`config.mk`:
```
export PLATFORM = sky130hd
export DESIGN_NAME = pwm_chan_top
export DESIGN_NICKNAME = d
export VERILOG_FILES = /design/src/rtl/pwm_pkg.sv /design/src/rtl/pwm_shadow_reg.sv /design/src/rtl/pwm_counter.sv /design/src/rtl/pwm_wave.sv /design/src/rtl/pwm_chan_top.sv
export SDC_FILE = /design/constraint.sdc
export NUM_CORES = 1
export LEC_CHECK = 0
export BUFFER_PORTS_ARGS = -buffer_cell sky130_fd_sc_hd__buf_2
export CORE_MARGIN = 2
export CORE_UTILIZATION = 50
export CTS_BUF_LIST = sky130_fd_sc_hd__clkbuf_8
export CTS_CLUSTER_DIAMETER = 200
export DETAILED_ROUTE_END_ITERATION = 10
export PLACE_DENSITY_LB_ADDON = 0.05
export SETUP_SLACK_MARGIN = 0.5
export SLEW_MARGIN = 20
export SYNTH_ARGS = -nofsm -noshare
export SYNTH_HDL_FRONTEND = slang
export SYNTH_SLANG_ARGS = --single-unit
export TNS_END_PERCENT = 50
```
`constraint.sdc`:
```
create_clock -name clk -period 5.9 [get_ports clk]
set_input_delay 0.885 -clock clk [delete_from_list [all_inputs] [get_ports clk]]
set_output_delay 0.885 -clock clk [all_outputs]
set_load 0.01 [all_outputs]
```
`src/rtl/pwm_pkg.sv`:
```
package pwm_pkg;
  localparam int ADDR_W = 3;

  typedef enum logic [ADDR_W-1:0] {
    A_PERIOD  = 3'd0,
    A_COMPARE = 3'd1,
    A_CONTROL = 3'd2,
    A_UPDATE  = 3'd3
  } addr_e;

  localparam logic [3:0] MODE_LOW_AFTER  = 4'b0110;
  localparam logic [3:0] MODE_HIGH_AFTER = 4'b0111;

  typedef struct packed {
    logic       out_en;
    logic       invert;
    logic       per_buf;
    logic       cmp_buf;
    logic [3:0] mode;
  } ctrl_t;
endpackage

```
`src/rtl/pwm_shadow_reg.sv`:
```
module pwm_shadow_reg #(
  parameter int W = 16
) (
  input  logic         clk,
  input  logic         rst_n,
  input  logic         wr,
  input  logic [W-1:0] wdata,
  input  logic         buf_en,
  input  logic         upd,
  output logic [W-1:0] active
);
  logic [W-1:0] staged_q, active_q;

  always_ff @(posedge clk or negedge rst_n) begin
    if (!rst_n) begin
      staged_q <= '0;
      active_q <= '0;
    end else begin
      if (wr) staged_q <= wdata;
      if (wr && !buf_en) active_q <= wdata;
      else if (upd)      active_q <= staged_q;
    end
  end

  assign active = active_q;

  // with buffering on, the working copy moves only at an update event
  assert_shadow_hold_R4_R5: assert property (@(posedge clk) disable iff (!rst_n)
    (buf_en && !upd) |=> $stable(active_q));
  // unbuffered write lands next clock
  assert_direct_write_R6: assert property (@(posedge clk) disable iff (!rst_n)
    (wr && !buf_en) |=> (active_q == $past(wdata)));
endmodule

```
`src/rtl/pwm_counter.sv`:
```
module pwm_counter #(
  parameter int W = 16
) (
  input  logic         clk,
  input  logic         rst_n,
  input  logic         sw_upd,
  input  logic [W-1:0] period,
  output logic [W-1:0] cnt,
  output logic         upd
);
  localparam logic [W-1:0] ONE = {{(W-1){1'b0}}, 1'b1};
  logic [W-1:0] cnt_q;

  assign upd = sw_upd || (cnt_q >= period);

  always_ff @(posedge clk or negedge rst_n) begin
    if (!rst_n)   cnt_q <= '0;
    else if (upd) cnt_q <= '0;
    else          cnt_q <= cnt_q + ONE;
  end

  assign cnt = cnt_q;

  assert_count_step_R2: assert property (@(posedge clk) disable iff (!rst_n)
    !upd |=> (cnt_q == $past(cnt_q) + ONE));
  assert_upd_clears_R3: assert property (@(posedge clk) disable iff (!rst_n)
    upd |=> (cnt_q == '0));
endmodule

```
`src/rtl/pwm_wave.sv`:
```
module pwm_wave
  import pwm_pkg::*;
#(
  parameter int W = 16
) (
  input  logic [W-1:0] cnt,
  input  logic [W-1:0] cmp,
  input  ctrl_t        ctrl,
  output logic         wave,
  output logic         pin
);
  logic below;
  assign below = cnt < cmp;

  always_comb begin
    unique case (ctrl.mode)
      MODE_LOW_AFTER:  wave = below;
      MODE_HIGH_AFTER: wave = !below;
      default:         wave = 1'b0;
    endcase
  end

  assign pin = ctrl.out_en & (wave ^ ctrl.invert);
endmodule

```
`src/rtl/pwm_chan_top.sv`:
```
module pwm_chan_top
  import pwm_pkg::*;
#(
  parameter int CNT_W = 16
) (
  input  logic                 clk,
  input  logic                 rst_n,
  input  logic                 wr_en,
  input  logic [ADDR_W-1:0]    wr_addr,
  input  logic [CNT_W-1:0]     wr_data,
  output logic [CNT_W-1:0]     cnt_o,
  output logic                 upd_o,
  output logic                 wave_o,
  output logic                 pin_o
);
  localparam int CTRL_W = $bits(ctrl_t);

  ctrl_t            ctrl_q;
  logic             wr_per, wr_cmp, wr_ctl, wr_upd;
  logic [CNT_W-1:0] per_act, cmp_act, cnt;
  logic             upd;

  assign wr_per = wr_en && (wr_addr == A_PERIOD);
  assign wr_cmp = wr_en && (wr_addr == A_COMPARE);
  assign wr_ctl = wr_en && (wr_addr == A_CONTROL);
  assign wr_upd = wr_en && (wr_addr == A_UPDATE);

  always_ff @(posedge clk or negedge rst_n) begin
    if (!rst_n)      ctrl_q <= '0;
    else if (wr_ctl) ctrl_q <= ctrl_t'(wr_data[CTRL_W-1:0]);
  end

  pwm_shadow_reg #(.W(CNT_W)) u_per (
    .clk(clk), .rst_n(rst_n), .wr(wr_per), .wdata(wr_data),
    .buf_en(ctrl_q.per_buf), .upd(upd), .active(per_act));

  pwm_shadow_reg #(.W(CNT_W)) u_cmp (
    .clk(clk), .rst_n(rst_n), .wr(wr_cmp), .wdata(wr_data),
    .buf_en(ctrl_q.cmp_buf), .upd(upd), .active(cmp_act));

  pwm_counter #(.W(CNT_W)) u_cnt (
    .clk(clk), .rst_n(rst_n), .sw_upd(wr_upd), .period(per_act),
    .cnt(cnt), .upd(upd));

  pwm_wave #(.W(CNT_W)) u_wave (
    .cnt(cnt), .cmp(cmp_act), .ctrl(ctrl_q), .wave(wave_o), .pin(pin_o));

  assign cnt_o = cnt;
  assign upd_o = upd;

  assert_sat_high_R8: assert property (@(posedge clk) disable iff (!rst_n)
    (ctrl_q.mode == MODE_LOW_AFTER && cmp_act > per_act && cnt <= per_act) |-> wave_o);
  assert_zero_low_R8: assert property (@(posedge clk) disable iff (!rst_n)
    (ctrl_q.mode == MODE_LOW_AFTER && cmp_act == '0) |-> !wave_o);
  assert_pin_gate_R9: assert property (@(posedge clk) disable iff (!rst_n)
    !ctrl_q.out_en |-> !pin_o);
  assert_strobe_upd_R3: assert property (@(posedge clk) disable iff (!rst_n)
    wr_upd |-> upd_o);
endmodule

```
==> run summary, run 1 <==
The flow ran to the end, and the final reports show no timing, DRC or antenna violations. The number of hold violations in the final report is 0. The tool flagged a number of max-cap violations equal to 0. The floorplan row count is 35. The wire length of the first global-routing pass came out at about 17,000 µm. The area of combinational cells with multiple inputs came out at 2310 µm².

Buffers added to address setup during post-CTS repair amount to 0. Global routing used 32.95% of the available met1 tracks. The final weighted congestion in routability-driven placement came out at 0.7866. The number of hold buffers added after cts came out at 0. The post-detailed-route count of antenna-violating nets came out at 0.

The synthesized cell area is 4761 µm². The worst setup path is of the reg2out kind. No sink is reached through more buffers than the 2 on the longest clock path.

The internal portion of total power came out at 0.001179 W. In the final routed layout, each cell accounts on average for 16.86 µm. The final number of setup-violating endpoints is 0.

The total congestion overflow came out at 0. Detailed routing inserted a total of 3,461 vias. The critical path goes through inv_1 -> ha_1 -> nand2b_4 -> a2111oi_2 -> o311a_1 -> nor4_4 -> or2_1 -> buf_4 -> buf_2. The initial antenna violation count is 0. The clock slew seen by the registers of the worst setup and hold paths is 90 ps. The sequential group share of total power came out at between 40% and 50%. The count of antenna diodes in the layout came out at 0. Setup repair after global routing left no endpoint under its margin. The total iterations of the first detailed-routing run came out at 5. For this configuration, the core starts out at a cell density of about half. IR analysis of the VDD net gives a maximum drop of between 0.1 and 0.15 mV.

Of the cells placed in the final design, the portion with a size suffix greater than 1 is 23.94%. At the later pin of the worst-skew pair, clock insertion delay measures 360 ps. In this run the number of H-tree levels came out at 3. The area fraction of the dominant cell type after synthesis came out at between 40% and 50%. The pin count of the biggest net entering global routing came out at 65. The CTS tree is built.

The leading register cell type out of synthesis is dfrtp_1. The number of warnings printed during yosys synthesis came out at 0. The static leakage is roughly 2.4 nW. By area the synthesized netlist is led by dfrtp_1, mux2_2, ha_1, o31a_1, a21oi_1. For the worst setup path, the data arrival time is roughly 2600 ps. In this run, CTS created clock tree buffers numbering 9.

The average via count per standard cell came out at between 5 and 6. In this run the clock root is driven by a clkbuf_8. The die is between 100 and 150 µm tall. For this run, global-route usage on met3 was measured as 3.658%. The data required time of the worst path is 5020 ps. The number of DRC markers after the initial detailed-route iteration came out at 147. Across the routed clock network, the largest skew measured is 11.70 ps. For this design, the sink count on the clock tree is 88. The final critical path takes up 59.60% of the cycle. The count of unresolved DRC violations after routing came out at 0. The time the final worst path needs with I/O delays and setup is 3517 ps. The cell area power density came out at 328.2 nW/µm². STA classifies the critical path endpoint as a primary output. In this run the worst hold path is classified as reg2reg. The sum of routed wire length over all layers is 10,560 µm. The final cell area excluding filler cells is 5263 µm².

Relative to the synthesized area, the layout overhead comes to 10.54%. The slew of the pin with the lowest slew margin came out at about 850 ps. The register area is 2202 µm². The via count of the first global-routing pass is between 3k and 4k. The fraction of registers with async set/reset is 100.0%.

The total of flip-flops plus latches after synthesis is slightly below 90. In this run, synthesis inferred 0 flip-flops with an integrated enable. By count the netlist is led by dfrtp_1, nor2_1, a21oi_1, mux2_2.

The wire-length estimate of the detail-placed layout is 6936 µm. The share of the Yosys chip area taken by registers is a little under half. In this run the most used layer during global routing was met1. The combinational cell fraction of total power came out at 28.1%.

The mean post-synth cell area is between 10 and 15 µm². The number of max-slew violations in the final report came out at 0. The number of nets in the synthesized netlist is 511.

The global routing met2 resource utilization came out at 32.69%. The power spent charging and discharging nets is approximately 0.00055 W. The setup TNS is 0 ps. The count of port buffers added during placement is 40.

The cell count after synthesis came out at 457. The longest individual stage delay on the worst path is 480 ps. The total area inside the core boundary comes to 9240 µm². The fill cell instance count of the final layout is around 800. The number of different library cells in the post-synthesis netlist came out at 41. The global routing usage summed across all routing layers is 22.04%. The total die area is approximately 10,000 µm². The top-level I/O count is 41. The fraction of power consumed by the clock network is 24.3%. STA classifies the critical path startpoint as a flop. The post-place instance area came out at 5067 µm². dfrtp_1 is the most common cell in the netlist. Derived from the worst setup path, the maximum achievable clock frequency is 0.2844 GHz.

The chip width is 101.6 µm. The cell type with the largest total area after synthesis is dfrtp_1. The net count reported at finish is 546. The remaining max-slew budget at the tightest pin is about 43%. The share of total power consumed by net switching came out at 31.71%.

For this design, the slowest cell found on the critical path is dfrtp_1. The highest net fanout along the worst path is 17. The post-cts sizing count came out at 0.
-- routing by layer --
metal  routed length (µm)  share of wire, %  up-vias
li1                     -                 -     1668
met1                 5392                51     1723
met2                 4675                44       58
met3                  331               3.1       12
met4                  156               1.5        0
met5                    0                 0        -
-- path summary, 6_finish.rpt --
check	slack, ps	to	depth (start not counted)	startpoint
worst max-delay path	2380	upd_o	9	u_cnt.cnt[0]$_DFF_PN0_
worst min-delay path	500	ctrl_q[5]$_DFFE_PN0P_	1	ctrl_q[5]$_DFFE_PN0P_
worst max register to register	3300	u_cmp.active[14]$_DFFE_PN0P_	9	u_cnt.cnt[0]$_DFF_PN0_
worst min register to register	500	ctrl_q[5]$_DFFE_PN0P_	1	ctrl_q[5]$_DFFE_PN0P_
max in group asynchronous	4390	u_per.active[4]$_DFFE_PN0P_	2	rst_n
min in group asynchronous	510	u_per.staged_q[14]$_DFFE_PN0P_	1	rst_n
-- worst max-delay path, delay by kind of cell, from the launching register on --
kind | cells | cell delay [ps]
buffers and inverters | 3 | 480
AOI/OAI and AO/OA | 2 | 610
and+or+nand+nor | 3 | 410
DFF | 1 | 480
adders and majority gates | 1 | 290
-- area by class of cell --
cell class | instances | area share [%]
Timing Repair Buffer | 48 | 4.993
Clock buffer | 9 | 2.354
Sequential cell | 88 | 41.84
Tap cell | 129 | 3.067
Inverter | 35 | 2.496
Clock inverter | 7 | 1.355
Multi-Input combinational cell | 310 | 43.89
-- power by group through the flow --
stage	clock network (W)	registers [W]	logic, W
floorplan	0	0.000819	0.000353
global placement	0	0.000827	0.000475
detailed placement	0	0.000833	0.000486
CTS	0.000434	0.000821	0.000489
global route	0.000457	0.000842	0.000550
finish	0.000420	0.000820	0.000486
-- cell families (layout without fill, tap and decap cells) --
group	Yosys count	after routing	synth area share [%]
compound gates	117	117	15.64
xor+xnor	14	14	2.575
fa+ha+maj	32	32	8.410
buf+inv	59	99	5.414
flops	88	88	46.25
mux	42	42	9.908
simple gates	105	105	11.80
-- state kept, by name (all words and copies together), names as in the netlist --
signal,flops
u_cmp.active,16
ctrl_q,8
u_per.active,16
u_per.staged_q,16
u_cmp.staged_q,16
u_cnt.cnt,16
-- through the flow --
stage	hold WS, ps	power (W)	utilization [%]	instances	setup slack, ps
2_1_floorplan	471.6	0.001172	-	457	2840
3_3_place_gp	481.4	0.001302	54.84	610	2800
3_5_place_dp	487.3	0.001320	54.84	610	2758
4_1_cts	507.2	0.001743	56.95	626	2338
5_1_grt	525.6	0.001849	56.95	626	2203
6_report	504.8	0.001727	56.95	626	2383
-- placed cells by master, fill, tap and decap left out, types with 6 or more instances in the layout --
| cell type | instances |
|---|---|
| inv_1 | 36 |
| nand2_1 | 14 |
| o31a_1 | 32 |
| buf_2 | 39 |
| xor2_1 | 10 |
| nor2_1 | 45 |
| nand2b_1 | 6 |
| buf_4 | 9 |
| nand3_1 | 10 |
| mux2_2 | 41 |
| ha_1 | 32 |
| o21ai_0 | 35 |
| a21oi_1 | 41 |
| clkbuf_8 | 9 |
| dfrtp_1 | 88 |
| nor2_4 | 7 |
No activity file was read; power rests on OpenSTA's default activity.
==> run 2, diff against run 1 <==
==> constraint.sdc (replaced) <==
create_clock -name clk -period 3.7 [get_ports clk]
set_input_delay 0.555 -clock clk [delete_from_list [all_inputs] [get_ports clk]]
set_output_delay 0.555 -clock clk [all_outputs]
set_load 0.01 [all_outputs]
==> run summary, run 2 (synthesis gave the netlist of run 1 again) <==
The flow ran to the end, and the final reports show no timing, DRC or antenna violations. The count of antenna diodes in the layout is 0 (unchanged). The pin count of the biggest net entering global routing came to 76 (+17%). The initial antenna violation count was 0 (unchanged).

The largest buffer count on any clock path is 2 (unchanged). The global routing usage summed across all routing layers came to 21.60% (-0.43 points). The count of port buffers added during placement is 40 (unchanged). The type of the tightest min-delay check is in2async.

The final cell area excluding filler cells came out at 5286 µm² (+0.45%). The clock slew seen by the registers of the worst setup and hold paths came out at 90 ps (about the same). The HPWL after detailed placement came out at 6958 µm (+0.32%).

The final weighted congestion in routability-driven placement came to 0.8770 (+11%). The number of max-slew violations in the final report is 0 (unchanged). The worst-skew pair later-pin latency came out at 360 ps (about the same).

The number of maximum-capacitance constraint violations came out at 0 (unchanged). The floorplan row count is 35 (unchanged). The maximum clock frequency is ~0.32 GHz. The chip width came out at 101.6 µm (unchanged). The final critical-path share of the clock period came out at 83.32%. The register area is 2202 µm² (unchanged). In the layout the commonest cells are dfrtp_1, nor2_1, a21oi_1, mux2_2, buf_2. The total number of clock tree sinks came out at 88 (unchanged). The data required time of the worst path came out at 3140 ps (-1880 ps). The detail-routed net length per standard cell is 16.68 µm (-1.1%).

The total vias in the final route came out at 3,448 (-0.38%). The clock period could shrink to about 3000 ps. The clock tree skew after final layout came out at 8.116 ps (-3.585 ps).

The fraction of the core area covered by cells at the end of the flow is 57.21% (+0.26 points). The worst setup path is captured at a primary output. The fill cell instance count of the final layout came out at 816 (-0.85%).

The number of hold violations in the final report came out at 0 (unchanged). The top-level I/O count was 41 (unchanged). The count of placed standard cells including taps is 610 (unchanged).

The library cell used most frequently in the layout, excluding fill and tap cells, is dfrtp_1. The wire length of the first global-routing pass was 17,090 µm (-2.0%). The area added between synthesis and finish came out at 11.04%.

The post-detailed-route count of antenna-violating nets is 0 (unchanged). The highest net fanout along the worst path came out at 8 (-9). The height of the die came out at 101.6 µm (unchanged). The slew of the pin with the lowest slew margin is 980.4 ps (+134.5 ps). The sum of routed wire length over all layers came out at 10,480 µm (-0.74%). The static leakage came out at 2.457 nW (+0.37%). The net count reported at finish came out at 548 (+0.37%). The number of H-tree levels is 3 (unchanged). The total congestion overflow was 0 (unchanged). The total iterations of the first detailed-routing run is 5 (unchanged). The total clock buffers created by CTS came out at 9 (unchanged). The share of layout cells above drive strength 1 is 24.65% (+0.71 points). The count of non-filler cells in the finished layout is 628 (+0.32%). The remaining max-slew budget at the tightest pin came out at 34.64% (-8.7 points).

The cell area power density came out at 514.0 nW/µm² (+57%). The worst setup path is launched from a flop. The root buffer cell chosen for the clock tree is clkbuf_8. The total die area is 10,320 µm² (unchanged). The area of combinational cells with multiple inputs was 2330 µm² (+0.87%). The final number of setup-violating endpoints came to 0 (unchanged). The effective utilization at floorplan came out at 51.52% (unchanged). The critical path class is reg2out. The post-place instance area is 5080 µm² (+0.25%). The average via count per standard cell came out at 5.490 (-0.69%). TritonCTS built the clock tree.

The count of unresolved DRC violations after routing is 0 (unchanged). The setup TNS came out at 0 ps (unchanged). The number of DRC markers after the initial detailed-route iteration came out at 214 (+46%). The via count of the first global-routing pass came out at 3,272 (-2.3%). The arrival time at the worst endpoint came out at 2530 ps (-100 ps). The maximum ir drop on the vdd rail was 0.2148 mV (+58%). The core footprint was 9240 µm² (unchanged).

Setup repair after global routing could not meet its margin everywhere.
-- run 2: cell types whose count changed in the layout (fill, tap and decap cells not counted), sizes merged --
cell,previous run,this run
buf,48,50
clkinv,2,4
clkinvlp,2,1
bufinv,1,0
-- run 2: per-layer routing --
| metal | GRT usage [%] | wire length [µm] | part of all wire, % |
|---|---|---|---|
| met1 | 32.96 | 5307 | 51 |
| met2 | 32.29 | 4704 | 45 |
| met3 | 2.553 | 331 | 3.2 |
| met4 | 6.341 | 133 | 1.3 |
| met5 | 0 | 0 | 0 |
-- run 2: critical path, cell delays in order, from the launching register on --
cell and delay [ps]:
dfrtp_1 490, inv_1 80, ha_1 280, nand2b_4 110, a2111oi_2 60, o311a_1 400
nor4_4 450, or2_1 180, buf_2 130
-- run 2: final timing paths --
kind	start	endpoint	slack, ps	depth (start not counted)
max	u_cnt.cnt[0]$_DFF_PN0_	upd_o	620	8
max reg2reg	u_cnt.cnt[0]$_DFF_PN0_	u_cmp.active[7]$_DFFE_PN0P_	990	10
max in group asynchronous	rst_n	u_cmp.staged_q[13]$_DFFE_PN0P_	2620	2
min	rst_n	u_cnt.cnt[9]$_DFF_PN0_	330	1
min in group clk	wr_data[10]	u_per.staged_q[10]$_DFFE_PN0P_	470	2
min reg2reg	u_per.staged_q[6]$_DFFE_PN0P_	u_per.staged_q[6]$_DFFE_PN0P_	510	1
-- run 2: layout make-up --
| cell class | count | area share (%) |
|---|---|---|
| inverter | 35 | 2.485 |
| clock buffer | 9 | 2.343 |
| timing repair buffer | 50 | 5.491 |
| multi-input combinational | 310 | 44.07 |
| clock inverter | 7 | 0.8994 |
| sequential | 88 | 41.66 |
| tap | 129 | 3.053 |
-- run 2: per-stage QoR --
step / hold slack [ps] / worst slack (ps) / power [W]
after floorplan: 259.4 / 969.6 / 0.001869
after global placement: 480.0 / 936.3 / 0.002082
after detailed placement: 486.7 / 913.2 / 0.002116
after CTS: 373.7 / 570.3 / 0.002733
after global routing: 405.8 / 473.3 / 0.002916
final: 326.9 / 617.0 / 0.002717
-- run 2: timing repair --
item                                    in CTS  in global routing
pin swaps                                    0                  1
gates cloned                                 0                  0
hold buffers                                 0                  0
endpoints found under the setup margin       1                  2
resized for setup                            1                  2
setup buffers                                0                  2
-- run 2: report_power, final --
| part | switching, W | internal [W] | total, W | leakage [nW] |
|---|---|---|---|---|
| Clock | 0.000361 | 0.000244 | 0.000605 | 0.0908 |
| Sequential | 0.000131 | 0.00118 | 0.00131 | 1.07 |
| Combinational | 0.000407 | 0.000394 | 0.000802 | 1.29 |
==> run 3, diff against run 2 <==
--- a/config.mk
+++ b/config.mk
@@ -5,6 +5,7 @@
 export SDC_FILE = /design/constraint.sdc
 export NUM_CORES = 1
 export LEC_CHECK = 0
+export ABC_AREA = 1
 export BUFFER_PORTS_ARGS = -buffer_cell sky130_fd_sc_hd__buf_2
 export CORE_MARGIN = 2
 export CORE_UTILIZATION = 50
==> constraint.sdc (replaced) <==
create_clock -name clk -period 2.8 [get_ports clk]
set_input_delay 0.42 -clock clk [delete_from_list [all_inputs] [get_ports clk]]
set_output_delay 0.42 -clock clk [all_outputs]
set_load 0.01 [all_outputs]
==> run summary, run 3 <==
The flow ran to the end, and the final reports show no timing, DRC or antenna violations. The total clock buffers created by CTS came out at 9 (unchanged). The initial antenna violation count came out at 0 (unchanged). The total number of clock tree sinks came out at 88 (unchanged). The core footprint came out at 9284 µm² (+0.47%). The total congestion overflow is 0 (unchanged).

The number of H-tree levels came out at 3 (unchanged). The HPWL after detailed placement came out at 7451 µm (+7.1%). The sum of routed wire segments on met1 is 5749 µm (+8.3%).

The library cell used most frequently in the layout, excluding fill and tap cells, is nand2_1. The worst setup path is launched from a flop. The synthesized cell area came out at 4802 µm² (+0.87%).

The CTS tree is built. The number of enable flip-flop cells after synthesis is 0 (unchanged). The total iterations of the first detailed-routing run came out at 4 (-1). The area of combinational cells with multiple inputs is 2462 µm² (+5.7%). The total design power was 0.004429 W (+63%).

The fill cell instance count of the final layout is 840 (+2.9%). For this run, the leading register cell type out of synthesis is dfrtp_1. The number of hold violations in the final report came out at 0 (unchanged). The count of port buffers added during placement is 40 (unchanged).

The wire length of the first global-routing pass came out at 18,680 µm (+9.3%). The sum of met2 wire segment lengths after detailed routing came to 5277 µm (+12%). The total die area came to 10,400 µm² (+0.83%). The synthesized instance count came out at 603 (+32%). STA classifies the critical path endpoint as a primary output. The floorplan row count is 35 (unchanged). The share of layout cells above drive strength 1 is 24.59% (-0.057 points). Dividing the final minimum period by the clock period gives 89.53%. In this run the top signal layer used is met4. The number of hold buffers added after cts came out at 0 (unchanged). The most common cell in the netlist is nand2_1. The effective utilization at floorplan came out at 51.73% (+0.20 points).

The count of placed standard cells including taps came out at 758 (+24%). The remaining max-slew budget at the tightest pin was 52.62% (+18 points). The total vias in the final route came out at 4,008 (+16%).

The count of non-filler cells in the finished layout came out at 804 (+28%). The register area is 2221 µm² (+0.85%). The synthesized design spends more area on one cell type than any other, namely dfrtp_1. The number of different library cells in the post-synthesis netlist came to 31 (-24%). The area fraction of the dominant cell type after synthesis came to 45.86% (-0.40 points). The mean post-synth cell area is 7.964 µm² (-24%). The highest net fanout along the worst path came out at 3 (-5). The via count of the first global-routing pass came to 3,687 (+13%).

The maximum ir drop on the vdd rail came out at 0.3161 mV (+47%). The post-synth net total came to 657 (+29%). The data required time of the worst path is 2380 ps (-760 ps). The maximum clock frequency is about 0.4 GHz. The post-detailed-route count of antenna-violating nets is 0 (unchanged).

The met3 routed wirelength came to 471 µm (+42%). The top cell types in the final layout, fill and taps aside, are nand2_1, dfrtp_1, inv_1, o21ai_0, buf_2. The final number of setup-violating endpoints was 0 (unchanged). The number of max-slew violations in the final report is 0 (unchanged).

The fraction of registers with async set/reset came out at 100.0% (unchanged). The tree is rooted in a clkbuf_8. Subtracting the final worst setup slack from the clock period gives 2507 ps. The cell area power density came out at 759.1 nW/µm² (+48%). Counting instances in the post-synthesis netlist gives the leading cell types as nand2_1, dfrtp_1, inv_1. The count of antenna diodes in the layout came out at 0 (unchanged).

The sum of routed wire length over all layers came out at 11,660 µm (+11%). Setup repair after global routing could not meet its margin everywhere. The min-delay analysis places its worst path in the category in2async. The global routing usage summed across all routing layers is 23.31% (+1.7 points). The area added between synthesis and finish came out at 21.50%. The pin count of the biggest net entering global routing came to 53 (-30%). The largest buffer count on any clock path is 2 (unchanged). The clock tree skew after final layout is 16.04 ps (+7.923 ps).

The top-level I/O count is 41 (unchanged). The setup TNS came to 0 ps (unchanged). The total of flip-flops plus latches after synthesis came out at 88 (unchanged).

The average via count per standard cell was 4.985 (-9.2%). The setup slack of the critical path after layout was 293.1 ps (-323.9 ps). The arrival time at the worst endpoint came to 2090 ps (-440 ps).

The chip width is 102 µm (+0.41%). The number of warnings printed during yosys synthesis is 0 (unchanged). The height of the die came out at 102 µm (+0.41%). The static leakage came out at 2.998 nW (+22%). The number of maximum-capacitance constraint violations came to 0 (unchanged). The setup slack at placement was 467.7 ps (-445.5 ps).

The worst-skew pair later-pin latency came out at 370 ps (about the same). The fraction of the core area covered by cells at the end of the flow came out at 62.84% (+5.6 points). Ranked by total cell area, the synthesized netlist is headed by dfrtp_1, nand2_1, ha_1, o21ai_0, inv_1. The count of unresolved DRC violations after routing is 0 (unchanged). The detail-routed net length per standard cell is 14.50 µm (-13%).

The part of the Yosys area used for sequential elements is 45.86% (-0.40 points). The final weighted congestion in routability-driven placement is 0.8354 (-4.7%). The number of DRC markers after the initial detailed-route iteration is 210 (-1.9%). The slew of the pin with the lowest slew margin is 710.8 ps (-269.6 ps). The clock slew seen by the registers of the worst setup and hold paths came to 100 ps (about the same). The net count reported at finish came out at 724 (+32%). The critical path is of the reg2out type.
run 3: changes by cell type after synthesis, moves of 5 or more:
| cell | previous run | this run |
|---|---|---|
| xor2_1 | 10 | 4 |
| o31a_1 | 32 | 0 |
| nand2_2 | 0 | 5 |
| inv_1 | 35 | 72 |
| o21ai_0 | 35 | 63 |
| mux2_2 | 41 | 0 |
| nor2_1 | 45 | 30 |
| o21ai_1 | 0 | 13 |
| nand2b_1 | 6 | 0 |
| nand2_1 | 14 | 213 |
| a21oi_1 | 41 | 13 |
| clkbuf_1 | 17 | 7 |
run 3: what timing repair did:
item | CTS | global route
pin swaps | 9 | 11
gates resized for setup | 27 | 34
setup buffers | 17 | 13
setup endpoints to repair | 24 | 35
run 3: worst max-delay path, stage by stage, from the launching register on:
cell     delay, ps
dfrtp_2        440
buf_4          140
buf_6          110
ha_4           270
nand4_1        140
nor3_4         260
nand2_2        110
nand4_4        130
buf_6          110
run 3: area by class of cell:
cell class              instances  area share (%)
clock buffers                   9           2.123
clock inverters                 7           1.222
inverters                      74           4.761
multi-input cells             423           42.20
flip-flops and latches         88           38.07
well taps                     129           2.766
repair buffers                 74           8.857
run 3: cell families (layout without fill, tap and decap cells):
logic type | Yosys count | after routing | share of synthesized area (%)
AND/OR/NAND/NOR | 292 | 292 | 26.58
AO/OA/AOI/OAI | 93 | 93 | 10.14
XOR/XNOR | 6 | 6 | 1.094
adder cells (fa/ha/maj) | 32 | 32 | 8.338
flip-flops | 88 | 88 | 45.86
buffers and inverters | 92 | 164 | 7.999
run 3: through the flow:
step	area [µm²]	hold WS, ps
floorplan	4802	124.4
global placement	5102	464.7
detailed placement	5102	466.7
CTS	5525	105.9
global route	5834	130.4
finish	5834	80.54
run 3: final timing paths:
kind | cells after the start | slack [ps] | to | from
worst max-delay path | 8 | 290 | upd_o | u_cnt.cnt[11]$_DFF_PN0_
worst min-delay path | 1 | 80 | u_cnt.cnt[1]$_DFF_PN0_ | rst_n
worst max register to register | 13 | 430 | u_per.active[12]$_DFFE_PN0P_ | u_cnt.cnt[5]$_DFF_PN0_
worst min register to register | 2 | 490 | u_per.active[13]$_DFFE_PN0P_ | u_per.active[13]$_DFFE_PN0P_
max in group asynchronous | 2 | 2050 | u_cnt.cnt[9]$_DFF_PN0_ | rst_n
min in group clk | 3 | 350 | u_cmp.staged_q[12]$_DFFE_PN0P_ | wr_data[12]
run 3: routing by layer:
metal | vias up | GRT usage (%)
met1 | 1866 | 35.24
met3 | 14 | 3.488
met5 | - | 0
li1 | 2041 | -
met2 | 87 | 34.77
met4 | 0 | 6.974
run 3: report_power, final:
group	switching [W]	internal (W)	total (W)
Sequential	0.000214	0.00161	0.00183
Clock	0.000488	0.000414	0.000902
Combinational	0.000980	0.000720	0.00170
Total	0.00168	0.00275	0.00443
